[src/rtl/vsx_pkg.sv]
package vsx_pkg;

  // Qualified events produced by the low-time measurement each cycle
  typedef struct packed {
    logic ser_edge;  // rising edge that ends a serration-length low
    logic timeout;   // low level has lasted the fallback delay
    logic h_line;    // rising edge that ends a normal-width line pulse
  } vsx_evt_t;

  function automatic int max3(input int a, input int b, input int c);
    int m;
    m = (a > b) ? a : b;
    return (m > c) ? m : c;
  endfunction

endpackage

[src/rtl/vsx_input_cond.sv]
module vsx_input_cond #(
  parameter int SYNC_STAGES = 2
) (
  input  logic clk,
  input  logic rst,
  input  logic din_n,
  output logic lvl,
  output logic fall,
  output logic rise
);

  localparam int MSB = SYNC_STAGES - 1;

  logic [MSB:0] sync_q;
  logic         hold_q;
  logic         lvl_d;

  // Synchronizer chain, one flop per stage
  always_ff @(posedge clk) begin
    if (rst) sync_q[0] <= 1'b1;
    else     sync_q[0] <= din_n;
  end

  for (genvar g = 1; g < SYNC_STAGES; g++) begin : g_sync
    always_ff @(posedge clk) begin
      if (rst) sync_q[g] <= 1'b1;
      else     sync_q[g] <= sync_q[g-1];
    end
  end

  // Glitch filter: accept a new level only after two equal samples
  always_ff @(posedge clk) begin
    if (rst) begin
      hold_q <= 1'b1;
      lvl    <= 1'b1;
      lvl_d  <= 1'b1;
    end else begin
      hold_q <= sync_q[MSB];
      if (sync_q[MSB] == hold_q) lvl <= hold_q;
      lvl_d <= lvl;
    end
  end

  assign fall = lvl_d & ~lvl;
  assign rise = ~lvl_d & lvl;

  AST_FILTER_TWO_SAMPLES: assert property (@(posedge clk) disable iff (rst)
    !$stable(lvl) |-> ($past(sync_q[MSB]) == lvl && $past(hold_q) == lvl));

endmodule

[src/rtl/vsx_low_timer.sv]
module vsx_low_timer
  import vsx_pkg::*;
#(
  parameter int SERR_MIN_CYC = 16,
  parameter int TIMEOUT_CYC  = 50,
  parameter int HS_MIN_CYC   = 3,
  parameter int HS_MAX_CYC   = 7
) (
  input  logic     clk,
  input  logic     rst,
  input  logic     lvl,
  input  logic     fall,
  input  logic     rise,
  output vsx_evt_t evt
);

  localparam int CNT_TOP = max3(SERR_MIN_CYC, TIMEOUT_CYC, HS_MAX_CYC);
  localparam int CNT_W   = $clog2(CNT_TOP + 2);

  localparam logic [CNT_W-1:0] SERR_L = CNT_W'(SERR_MIN_CYC);
  localparam logic [CNT_W-1:0] TMO_L  = CNT_W'(TIMEOUT_CYC);
  localparam logic [CNT_W-1:0] HMIN_L = CNT_W'(HS_MIN_CYC);
  localparam logic [CNT_W-1:0] HMAX_L = CNT_W'(HS_MAX_CYC);
  localparam logic [CNT_W-1:0] ONE_L  = CNT_W'(1);

  logic [CNT_W-1:0] low_cnt;

  // Saturating count of cycles spent low since the last falling edge
  always_ff @(posedge clk) begin
    if (rst)                         low_cnt <= '0;
    else if (fall)                   low_cnt <= ONE_L;
    else if (!lvl && low_cnt != '1)  low_cnt <= low_cnt + ONE_L;
  end

  always_comb begin
    evt.ser_edge = rise && (low_cnt > SERR_L);
    evt.timeout  = !lvl && !fall && (low_cnt == TMO_L);
    evt.h_line   = rise && (low_cnt >= HMIN_L) && (low_cnt <= HMAX_L);
  end

  AST_EVT_EXCLUSIVE: assert property (@(posedge clk) disable iff (rst)
    $onehot0({evt.ser_edge, evt.timeout}));
  AST_TIMEOUT_WHILE_LOW: assert property (@(posedge clk) disable iff (rst)
    evt.timeout |-> (!lvl && $past(!lvl)));
  AST_SER_ENDS_LOW: assert property (@(posedge clk) disable iff (rst)
    evt.ser_edge |-> $past(!lvl));
  AST_SHORT_LOW_NO_SER: assert property (@(posedge clk) disable iff (rst)
    (rise && low_cnt <= SERR_L) |-> !evt.ser_edge);

endmodule

[src/rtl/vsx_pulse_gen.sv]
module vsx_pulse_gen
  import vsx_pkg::*;
#(
  parameter int VS_WIDTH_CYC = 280
) (
  input  logic     clk,
  input  logic     rst,
  input  vsx_evt_t evt,
  output logic     vsync_n
);

  localparam int WW = $clog2(VS_WIDTH_CYC + 1);
  localparam logic [WW-1:0] WIDTH_L = WW'(VS_WIDTH_CYC);
  localparam logic [WW-1:0] ONE_W   = WW'(1);

  logic [WW-1:0] wcnt;
  logic          armed;
  logic          fire;

  assign fire = armed && (evt.ser_edge || evt.timeout);

  always_ff @(posedge clk) begin
    if (rst) begin
      vsync_n <= 1'b1;
      wcnt    <= '0;
      armed   <= 1'b1;
    end else if (fire) begin
      vsync_n <= 1'b0;
      wcnt    <= ONE_W;
      armed   <= 1'b0;
    end else if (!vsync_n) begin
      if (wcnt == WIDTH_L) vsync_n <= 1'b1;
      else                 wcnt    <= wcnt + ONE_W;
    end else if (!armed && evt.h_line) begin
      armed <= 1'b1;
    end
  end

  AST_RESET_HIGH: assert property (@(posedge clk)
    rst |=> vsync_n);
  AST_PULSE_BOUNDED: assert property (@(posedge clk) disable iff (rst)
    !vsync_n |-> (wcnt >= ONE_W && wcnt <= WIDTH_L));
  AST_RELEASE_AT_WIDTH: assert property (@(posedge clk) disable iff (rst)
    $rose(vsync_n) |-> $past(wcnt) == WIDTH_L);
  AST_NO_REFIRE: assert property (@(posedge clk) disable iff (rst)
    fire |-> vsync_n);

endmodule

[src/rtl/vsync_extractor.sv]
module vsync_extractor
  import vsx_pkg::*;
#(
  parameter int CLK_MHZ      = 27,
  parameter int SYNC_STAGES  = 2,
  parameter int SERR_MIN_CYC = 16 * CLK_MHZ,
  parameter int TIMEOUT_CYC  = 50 * CLK_MHZ,
  parameter int VS_WIDTH_CYC = 280 * CLK_MHZ,
  parameter int HS_MIN_CYC   = 3 * CLK_MHZ,
  parameter int HS_MAX_CYC   = 7 * CLK_MHZ
) (
  input  logic clk,
  input  logic rst,
  input  logic csync_n,
  output logic vsync_n
);

  logic     lvl, fall, rise;
  vsx_evt_t evt;

  vsx_input_cond #(
    .SYNC_STAGES(SYNC_STAGES)
  ) u_cond (
    .clk  (clk),
    .rst  (rst),
    .din_n(csync_n),
    .lvl  (lvl),
    .fall (fall),
    .rise (rise)
  );

  vsx_low_timer #(
    .SERR_MIN_CYC(SERR_MIN_CYC),
    .TIMEOUT_CYC (TIMEOUT_CYC),
    .HS_MIN_CYC  (HS_MIN_CYC),
    .HS_MAX_CYC  (HS_MAX_CYC)
  ) u_timer (
    .clk (clk),
    .rst (rst),
    .lvl (lvl),
    .fall(fall),
    .rise(rise),
    .evt (evt)
  );

  vsx_pulse_gen #(
    .VS_WIDTH_CYC(VS_WIDTH_CYC)
  ) u_pulse (
    .clk    (clk),
    .rst    (rst),
    .evt    (evt),
    .vsync_n(vsync_n)
  );

endmodule

[config.mk]
export PLATFORM = sky130hd
export DESIGN_NAME = vsync_extractor
export DESIGN_NICKNAME = d
export VERILOG_FILES = /design/src/rtl/vsx_pkg.sv /design/src/rtl/vsx_input_cond.sv /design/src/rtl/vsx_low_timer.sv /design/src/rtl/vsx_pulse_gen.sv /design/src/rtl/vsync_extractor.sv
export SDC_FILE = /design/constraint.sdc
export NUM_CORES = 1
export LEC_CHECK = 0
export ABC_CLOCK_PERIOD_IN_PS = 1800
export BUFFER_PORTS_ARGS = -buffer_cell sky130_fd_sc_hd__buf_4
export CORE_UTILIZATION = 50
export DETAILED_ROUTE_END_ITERATION = 10
export MAX_ROUTING_LAYER = met4
export PLACE_DENSITY_LB_ADDON = 0.3
export SETUP_SLACK_MARGIN = 0.02
export SYNTH_ARGS = -nofsm -noshare
export SYNTH_HDL_FRONTEND = slang
export SYNTH_SLANG_ARGS = --single-unit
[constraint.sdc]
create_clock -name clk -period 1.8 [get_ports clk]
set_input_delay 0.09 -clock clk [delete_from_list [all_inputs] [get_ports clk]]
set_output_delay 0.09 -clock clk [all_outputs]
set_load 0.01 [all_outputs]
# After elaboration in Yosys (flattened, before gate mapping)
# Cells that the tools add are included.
dict set report totals {
  regBits 31
  latch_bits 0
  ram_bits 0
  romBits 0
  inputBits 3
  memories 0
}
dict set report classes {
  add_sub_neg 2
  mul 0
  div 0
  order_cmp 3
  n_eq_ne 6
  n_shift 0
  muxes 11
  n_bitwise 6
  reduce_logical 20
}
# cell n
set op_table {}
lappend op_table {{adder 13 x 1 -> 13 bit, second input constant} 1}
lappend op_table {{== test 13 bit, second input constant} 1}
lappend op_table {{adder 11 x 1 -> 11 bit, second input constant} 1}
lappend op_table {{== test 11 bit, second input constant} 1}
lappend op_table {{>= comparator 11 x 7 -> 1 bit, second input constant} 1}
lappend op_table {{greater-than comparator 11 x 9 -> 1 bit, second input constant} 1}
lappend op_table {{<= comparator 11 x 8 -> 1 bit, second input constant} 1}
lappend op_table {{two-way mux 1 bit} 11}
lappend op_table {{!= test 11 bit, second input constant} 1}
lappend op_table {{logical AND 1 bit} 8}
lappend op_table {{AND reduction 2 bit} 3}
lappend op_table {{nonzero test 2 bit} 3}
lappend op_table {{NOT 1 bit} 4}
lappend op_table {{OR reduction 2 bit} 2}
lappend op_table {{logical NOT 1 bit} 3}
lappend op_table {{AND 1 bit} 2}
lappend op_table {{!= test 2 x 1 -> 1 bit, second input constant} 1}
lappend op_table {{!= test 2 bit, second input constant} 1}
lappend op_table {{== test 1 bit} 1}
lappend op_table {{logical OR 1 bit} 1}

# Depth between registers and ports, before layout
# Gate-level depths: netlist (run 1).
dict set report depth {
  ltp_word 9
  depth_mapped 7
  mapped_depth_nobuf 6
}

# Cells and area by module
# A second synthesis (run 1) with hierarchy kept.
dict set report unflattened {
  cells_unflattened 186
  area_unflattened_um2 1654.1
}
# mod n_inst cells_each area_each_um2 seq_area_each_um2
set modules_own_cells {}
lappend modules_own_cells {vsx_low_timer 1 93 784.5 220.2}
lappend modules_own_cells {vsx_pulse_gen 1 79 714.4 300.3}
lappend modules_own_cells {vsx_input_cond 1 14 155.1 100.1}

# Worst setup path before layout (run 1)
# Ideal clock, no wire load.
dict set report synth_timing {
  path_type {register -> register}
  start {reg u_timer.low_cnt[0]}
  end {reg u_pulse.wcnt[10]}
  arrival_ps 1534
  required_time_ps 1683
  slack_ps 149
  path_stages_with_launch 8
  n_path_buf 1
  period_less_slack_ps 1651
  path_cell_list {dfxtp_1 -> inv_1 -> ha_1 -> nor3b_1 -> o311a_1 -> o211ai_2 -> buf_2 -> nor2_1}
}
dict set report synth_between {
  elab_chain_cells 5
  word_cells_on_any_way 7
  classes_between {1 x order compare; 1 x eq/ne; 5 x reduce/logical}
}
# item line
set synth_rtl {}
lappend synth_rtl {{start, declared} vsx_low_timer.sv:26} ;# logic [CNT_W-1:0] low_cnt;
lappend synth_rtl {{start signal, assigned} vsx_low_timer.sv:32} ;# else if (!lvl && low_cnt != '1) low_cnt <= low_cnt + ONE_L;
lappend synth_rtl {{greater-than comparator 11 x 9 -> 1 bit / == test 11 bit (equally long branches)} {vsx_low_timer.sv:36, vsx_low_timer.sv:37}}
lappend synth_rtl {{logical AND 1 bit (on tied branches)} {vsx_low_timer.sv:36, vsx_low_timer.sv:37}}
lappend synth_rtl {{logical OR 1 bit *} vsx_pulse_gen.sv:20} ;# assign fire = armed && (evt.ser_edge || evt.timeout);
lappend synth_rtl {{logical AND 1 bit *} vsx_pulse_gen.sv:20}
lappend synth_rtl {{OR reduction 2 bit (no source line) *} n/a}
lappend synth_rtl {{end signal, assigned} vsx_pulse_gen.sv:33} ;# else wcnt <= wcnt + ONE_W;
lappend synth_rtl {{end, declared} vsx_pulse_gen.sv:16} ;# logic [WW-1:0] wcnt;
# Mark *: on every way between the ends. The rest lies on a longest branch, timed or not.
# A chain may end at the register's enable or synchronous reset.

# Final worst setup path (run 1)
dict set report layout_timing {
  start {reg u_timer.low_cnt[1]}
  end {reg u_pulse.wcnt[10]}
}
# Same word-level chain as after synthesis.

==> results of run 1 <==
[cell families (layout without fill, tap and decap cells)]
logic type	count (synthesis)	in the layout
mux	3	3
flops	31	31
compound gates	35	35
buf+inv	18	28
xor+xnor	13	13
fa+ha+maj	6	6
simple gates	78	78
[per-layer routing]
metal,routed length [um],GRT usage [%]
met1,1430,23.2
met2,1620,36.6
met3,67,5.49
met4,31,11.2
met5,0,-
[synth_stat cells (3+ instances only)]
cell type,count
xor2_1,4
nand4_1,7
nor4bb_1,3
dfxtp_1,31
a31oi_1,6
a21oi_1,7
or3_1,4
and4_1,3
nand2_1,9
buf_2,7
or2_2,3
nand2b_1,3
nor2_1,24
mux2i_1,3
o21ai_0,9
ha_1,6
xnor2_1,9
inv_1,8
nand3_1,5
nor4_1,3
a211oi_1,3
[registers in the layout (all words and copies together), names as in the netlist]
signal	cells
u_pulse.wcnt	13
u_timer.low_cnt	11
u_cond.sync_q	2
u_cond.hold_q	1
u_cond.lvl	1
u_cond.lvl_d	1
u_pulse.armed	1
u_pulse.vsync_n	1
[worst min path at each step]
stage | depth (start not counted) | start | slack (ps) | end
6_report | 1 | u_cond.sync_q[0]$_SDFF_PP1_ | 460 | u_cond.sync_q[1]$_SDFF_PP1_
2_1_floorplan | 1 | rst | 190 | u_cond.hold_q$_SDFF_PP1_
3_3_place_gp | 2 | csync_n | 280 | u_cond.sync_q[0]$_SDFF_PP1_
4_1_cts | 1 | u_cond.sync_q[0]$_SDFF_PP1_ | 460 | u_cond.sync_q[1]$_SDFF_PP1_
3_5_place_dp | 2 | csync_n | 290 | u_cond.sync_q[0]$_SDFF_PP1_
5_1_grt | 1 | u_cond.sync_q[0]$_SDFF_PP1_ | 470 | u_cond.sync_q[1]$_SDFF_PP1_
[power by group through the flow]
stage	sequential [mW]	clock, mW	combinational [mW]
after floorplan	0.705	0	0.0141
after global placement	0.705	0	0.0237
after detailed placement	0.705	0	0.0247
after CTS	0.690	0.585	0.0297
after global routing	0.690	0.615	0.0325
final	0.690	0.564	0.0297
[critical path, stage by stage, from the launching register on]
cell and delay (ps):
dfxtp_2 400, inv_1 90, ha_1 180, nor3b_1 130, o311a_1 330, o211ai_2 160
buf_4 200, nor2_1 70
[area by class of cell]
class / instances / area [um2] / area share [%]
Sequential cell: 31 / 623 / 34.9
Multi-Input combinational cell: 135 / 891 / 50.0
Tap cell: 44 / 55.1 / 3.09
Timing Repair Buffer: 12 / 97.6 / 5.47
Clock buffer: 6 / 51.3 / 2.88
Inverter: 8 / 30.0 / 1.68
Clock inverter: 2 / 35.0 / 1.96
[repair_timing]
action / 4_1_cts / 5_1_grt
hold buffers: 3 / 0
gates resized for setup: 0 / 4
endpoints found under the hold margin: 3 / 0
setup endpoints to repair: 0 / 16
==> flow_summary.toml, run 1 <==
[run_status]
outcome = "finished, final reports clean"

[critical_path]
rr_startpoint = "u_timer.low_cnt[1]$_SDFFE_PP0P_"
worst_setup_path_end_kind = "register"
startpoint = "u_timer.low_cnt[1]$_SDFFE_PP0P_"
rrSetupSlack_ps = 130
worst_ep_required_time_ps = 2020
path_class = "reg -> reg"
worst_setup_path_start_kind = "register"
arrival_ps = 1890
path_max_fanout = 12
critPathCapture = "u_pulse.wcnt[10]$_SDFFE_PP0P_"
reg2reg_to = "u_pulse.wcnt[10]$_SDFFE_PP0P_"
r2r_cells = 7

[pwr]
vdd_drop_max_uv = 603
p_leak_nw = 0.620
p_clk_share_pct = 43.9
p_sw_mw = 0.252
swShare_pct = 19.7
p_seq_share_pct = 53.7
p_comb_share_pct = 2.3
total_power_mw = 1.28
p_per_area_mw_per_mm2 = 720
internal_power_mw = 1.03

[timing]
finalCriticalPeriod_ps = 1670
fin_ws_ps = 134
drv_slew = 0
setup_viol = 0
skew_ps = 13.7
slew_headroom_pct = 70.3
whs_ps = 465
tns_ps = 0
max_slew.worst_pin.slew_ps = 439
hold_viol = 0
timing.fmax_mhz = 600
timing.final.crit_share_pct = 92.6
rsz0062_at_grt = "no"

[route]
routedWlPerCell_um = 13.3
via_per_inst = 5.54
vias = 1318
drt_pass1_iterations = 4
drt.antenna.violating_nets = 0
drc = 0
routed_wl_mm = 3.16
drt_iter0_drc = 73

[synth]
synthDominantCellAreaShare_pct = 39.0
synth_compound_area_share_pct = 14.5
yosys.area.top_type = "dfxtp_1"
ys_top_cells_by_area = "dfxtp_1, nor2_1, xnor2_1"
synth_warnings = 0
synthesis.nets = 193
synth-edff-count = 0
syn_inst = 184
async_flop_share_pct = 0
ys_ff_latch = 31
synth-main-ff-cell = "dfxtp_1"
synth_fa_ha_area_share_pct = 4.72
ys_seq_area_share_pct = 39.0
ys_types = 42
muxShareOfSynthArea_pct = 1.89
synth_simple_gate_area_share_pct = 27.4
avgSynthCellArea_um2 = 8.65
synth_top_family_by_area = "simple AND/OR/NAND/NOR gates"
synth_xor_area_share_pct = 7.15
synthesis.area_mm2 = 0.00159

[floorplan]
die_w_um = 58.4
ios = 4
rows = 20
coreArea_mm2 = 0.00303
die_area_mm2 = 0.00341
die_h_um = 58.4
initial_core_util_pct = 52.6

[cts]
cts_root_buffer = "clkbuf_4"
cts_made_buffers = 5
path_clk_slew_ps = 100
post-cts-setup-buffers = 0
cts_tree = "built"
cts.htree.levels = 2
clk-insertion-delay-late_ps = 330
cts_sinks = 31
clockBufferDepth = 2

[placement]
dp.cells = 227
dp_hpwl_mm = 2.30
dp_slack_ps = 81.2
portBuffers = 3
placed_area_mm2 = 0.00166
place.gp.congestion = 0.934

[cells_and_area]
layout_common_cells = "dfxtp_1, nor2_1, nand2_1, xnor2_1, buf_4"
areaGrowthSynthToFinish_pct = 12.0
final_common_cell = "dfxtp_1"
diodes = 0
nFillCells = 281
drive_above_1_share_pct = 13.4
final_area_mm2 = 0.00178
utilization_pct = 58.9
fin_cells = 238
fin_nets = 202

[run]
maxCapViolations = 0

[global_route]
overflow = 0
grt_usage_pct = 21.6
antenna_found_initial = 0
grt_max_degree = 13
grt_pass1_vias = 1283
grt_pass1_wl_mm = 5.38

[hold_path]
hp-class = "reg -> reg"
Note: power is estimated with default switching activity, not from simulation.
==> run 2, diff against run 1 <==
- CORE_MARGIN: not set -> 4
- SETUP_SLACK_MARGIN: 0.02 -> not set
==> flow_summary.toml, run 2 (synthesized netlist as in run 1, its figures left out) <==
[cts]
clockBufferDepth = 2
cts_sinks = 31
cts_made_buffers = 5
cts_tree = "built"
post-cts-setup-buffers = 0
clk-insertion-delay-late_ps = 340
path_clk_slew_ps = 80
cts.htree.levels = 2
cts_root_buffer = "clkbuf_4"

[cells_and_area]
drive_above_1_share_pct = 12.8
diodes = 0
final_common_cell = "dfxtp_1"
final_area_mm2 = 0.00176
areaGrowthSynthToFinish_pct = 10.4
top_regs = "u_pulse.wcnt (13), u_timer.low_cnt (11), u_cond.sync_q (2)"
fin_cells = 240
layout_common_cells = "dfxtp_1, nor2_1, buf_4"
largest_reg_flops = 13
regMostFlops = "u_pulse.wcnt"
fin_nets = 204
nFillCells = 287

[run]
maxCapViolations = 0

[pwr]
swShare_pct = 22.8
p_comb_share_pct = 2.7
p_clk_share_pct = 35.1
p_seq_share_pct = 62.3
p_leak_nw = 0.612
vdd_drop_max_uv = 295
p_per_area_mw_per_mm2 = 630
internal_power_mw = 0.854
p_sw_mw = 0.252

[timing]
slew_headroom_pct = 70.1
timing.final.crit_share_pct = 94.7
tns_ps = 0
rsz0062_at_grt = "no"
skew_ps = 15.6
max_slew.worst_pin.slew_ps = 444
fin_ws_ps = 94.9
drv_slew = 0
hold_viol = 0
setup_viol = 0
finalCriticalPeriod_ps = 1710
whs_ps = 426
timing.fmax_mhz = 586

[critical_path]
arrival_ps = 1910
path_max_fanout = 7
rr_startpoint = "u_timer.low_cnt[1]$_SDFFE_PP0P_"
rrSetupSlack_ps = 90
path_class = "reg -> reg"
worst_setup_path_end_kind = "register"
worst_setup_path_start_kind = "register"
r2r_cells = 6
reg2reg_to = "u_pulse.vsync_n$_SDFF_PP1_"
worst_ep_required_time_ps = 2010

[route]
drt_iter0_drc = 94
drt.antenna.violating_nets = 0
vias = 1395
routedWlPerCell_um = 14.0
drt_pass1_iterations = 4
routed_wl_mm = 3.36
via_per_inst = 5.81
drc = 0

[floorplan]
die_area_mm2 = 0.00415
die_w_um = 64.4
ios = 4
die_h_um = 64.4
initial_core_util_pct = 52.1
coreArea_mm2 = 0.00305
rows = 20

[placement]
dp.cells = 229
placed_area_mm2 = 0.00167
dp_slack_ps = 51.0
place.gp.congestion = 0.961
dp_hpwl_mm = 2.41
portBuffers = 3

[global_route]
grt_max_degree = 13
grt_pass1_vias = 1347
grt_pass1_wl_mm = 5.84
antenna_found_initial = 0
overflow = 0
grt_usage_pct = 18.4

[hold_path]
hp-class = "reg -> reg"
hold_end = "u_cond.sync_q[1]$_SDFF_PP1_"
min_from = "u_cond.sync_q[0]$_SDFF_PP1_"
whs_path_depth = 1

[run_status]
outcome = "finished, final reports clean"
-- run 2: cell type report --
cell class | count | area [um2] | area share, %
multi-input combinational | 135 | 886 | 50.4
timing repair buffer | 14 | 113 | 6.41
inverter | 8 | 30.0 | 1.71
sequential | 31 | 623 | 35.5
clock inverter | 1 | 5.00 | 0.285
tap | 44 | 55.1 | 3.13
clock buffer | 7 | 45.0 | 2.56
-- run 2: per-layer routing --
| metal | global-route usage, % | vias to the layer above | wire [um] |
|---|---|---|---|
| li1 | - | 679 | - |
| met1 | 20.5 | 671 | 1450 |
| met2 | 30.2 | 35 | 1670 |
| met3 | 4.85 | 10 | 139 |
| met4 | 9.76 | 0 | 97 |
| met5 | - | - | 0 |
-- run 2: how the worst max path moves through the flow --
stage | startpoint | endpoint | depth (start not counted)
final | u_timer.low_cnt[1]$_SDFFE_PP0P_ | u_pulse.vsync_n$_SDFF_PP1_ | 6
after global routing | u_timer.low_cnt[1]$_SDFFE_PP0P_ | u_pulse.vsync_n$_SDFF_PP1_ | 6
after CTS | u_timer.low_cnt[1]$_SDFFE_PP0P_ | u_pulse.vsync_n$_SDFF_PP1_ | 6
after detailed placement | u_timer.low_cnt[1]$_SDFFE_PP0P_ | u_pulse.vsync_n$_SDFF_PP1_ | 6
after global placement | u_timer.low_cnt[1]$_SDFFE_PP0P_ | u_pulse.vsync_n$_SDFF_PP1_ | 6
after floorplan | u_timer.low_cnt[0]$_SDFFE_PP0P_ | u_pulse.wcnt[10]$_SDFFE_PP0P_ | 7
-- run 2: what timing repair did --
| item | CTS | global route |
|---|---|---|
| hold endpoints to repair | 3 | 0 |
| resized for setup | 0 | 2 |
| setup endpoints to repair | 0 | 16 |
| hold buffers | 3 | 0 |
-- run 2: power groups by stage --
stage          clock network [mW]  logic [mW]  registers [mW]
4_1_cts                     0.398      0.0294           0.689
3_3_place_gp                    0      0.0236           0.705
6_report                    0.388      0.0294           0.689
2_1_floorplan                   0      0.0141           0.705
5_1_grt                     0.433      0.0334           0.690
3_5_place_dp                    0      0.0244           0.705
-- run 2: critical path, cell delays in order, from the launching register on --
cell and delay, ps:
dfxtp_2 400, inv_1 80, ha_1 190, nor3b_1 150, o311a_1 320, o21ai_0 310
o21ai_0 140
-- run 2: per-stage QoR --
stage               total power [mW]  utilization (%)
floorplan                      0.719                -
global placement               0.729             54.8
detailed placement             0.730             54.8
CTS                             1.12             57.5
global route                    1.16             57.5
finish                          1.11             57.5
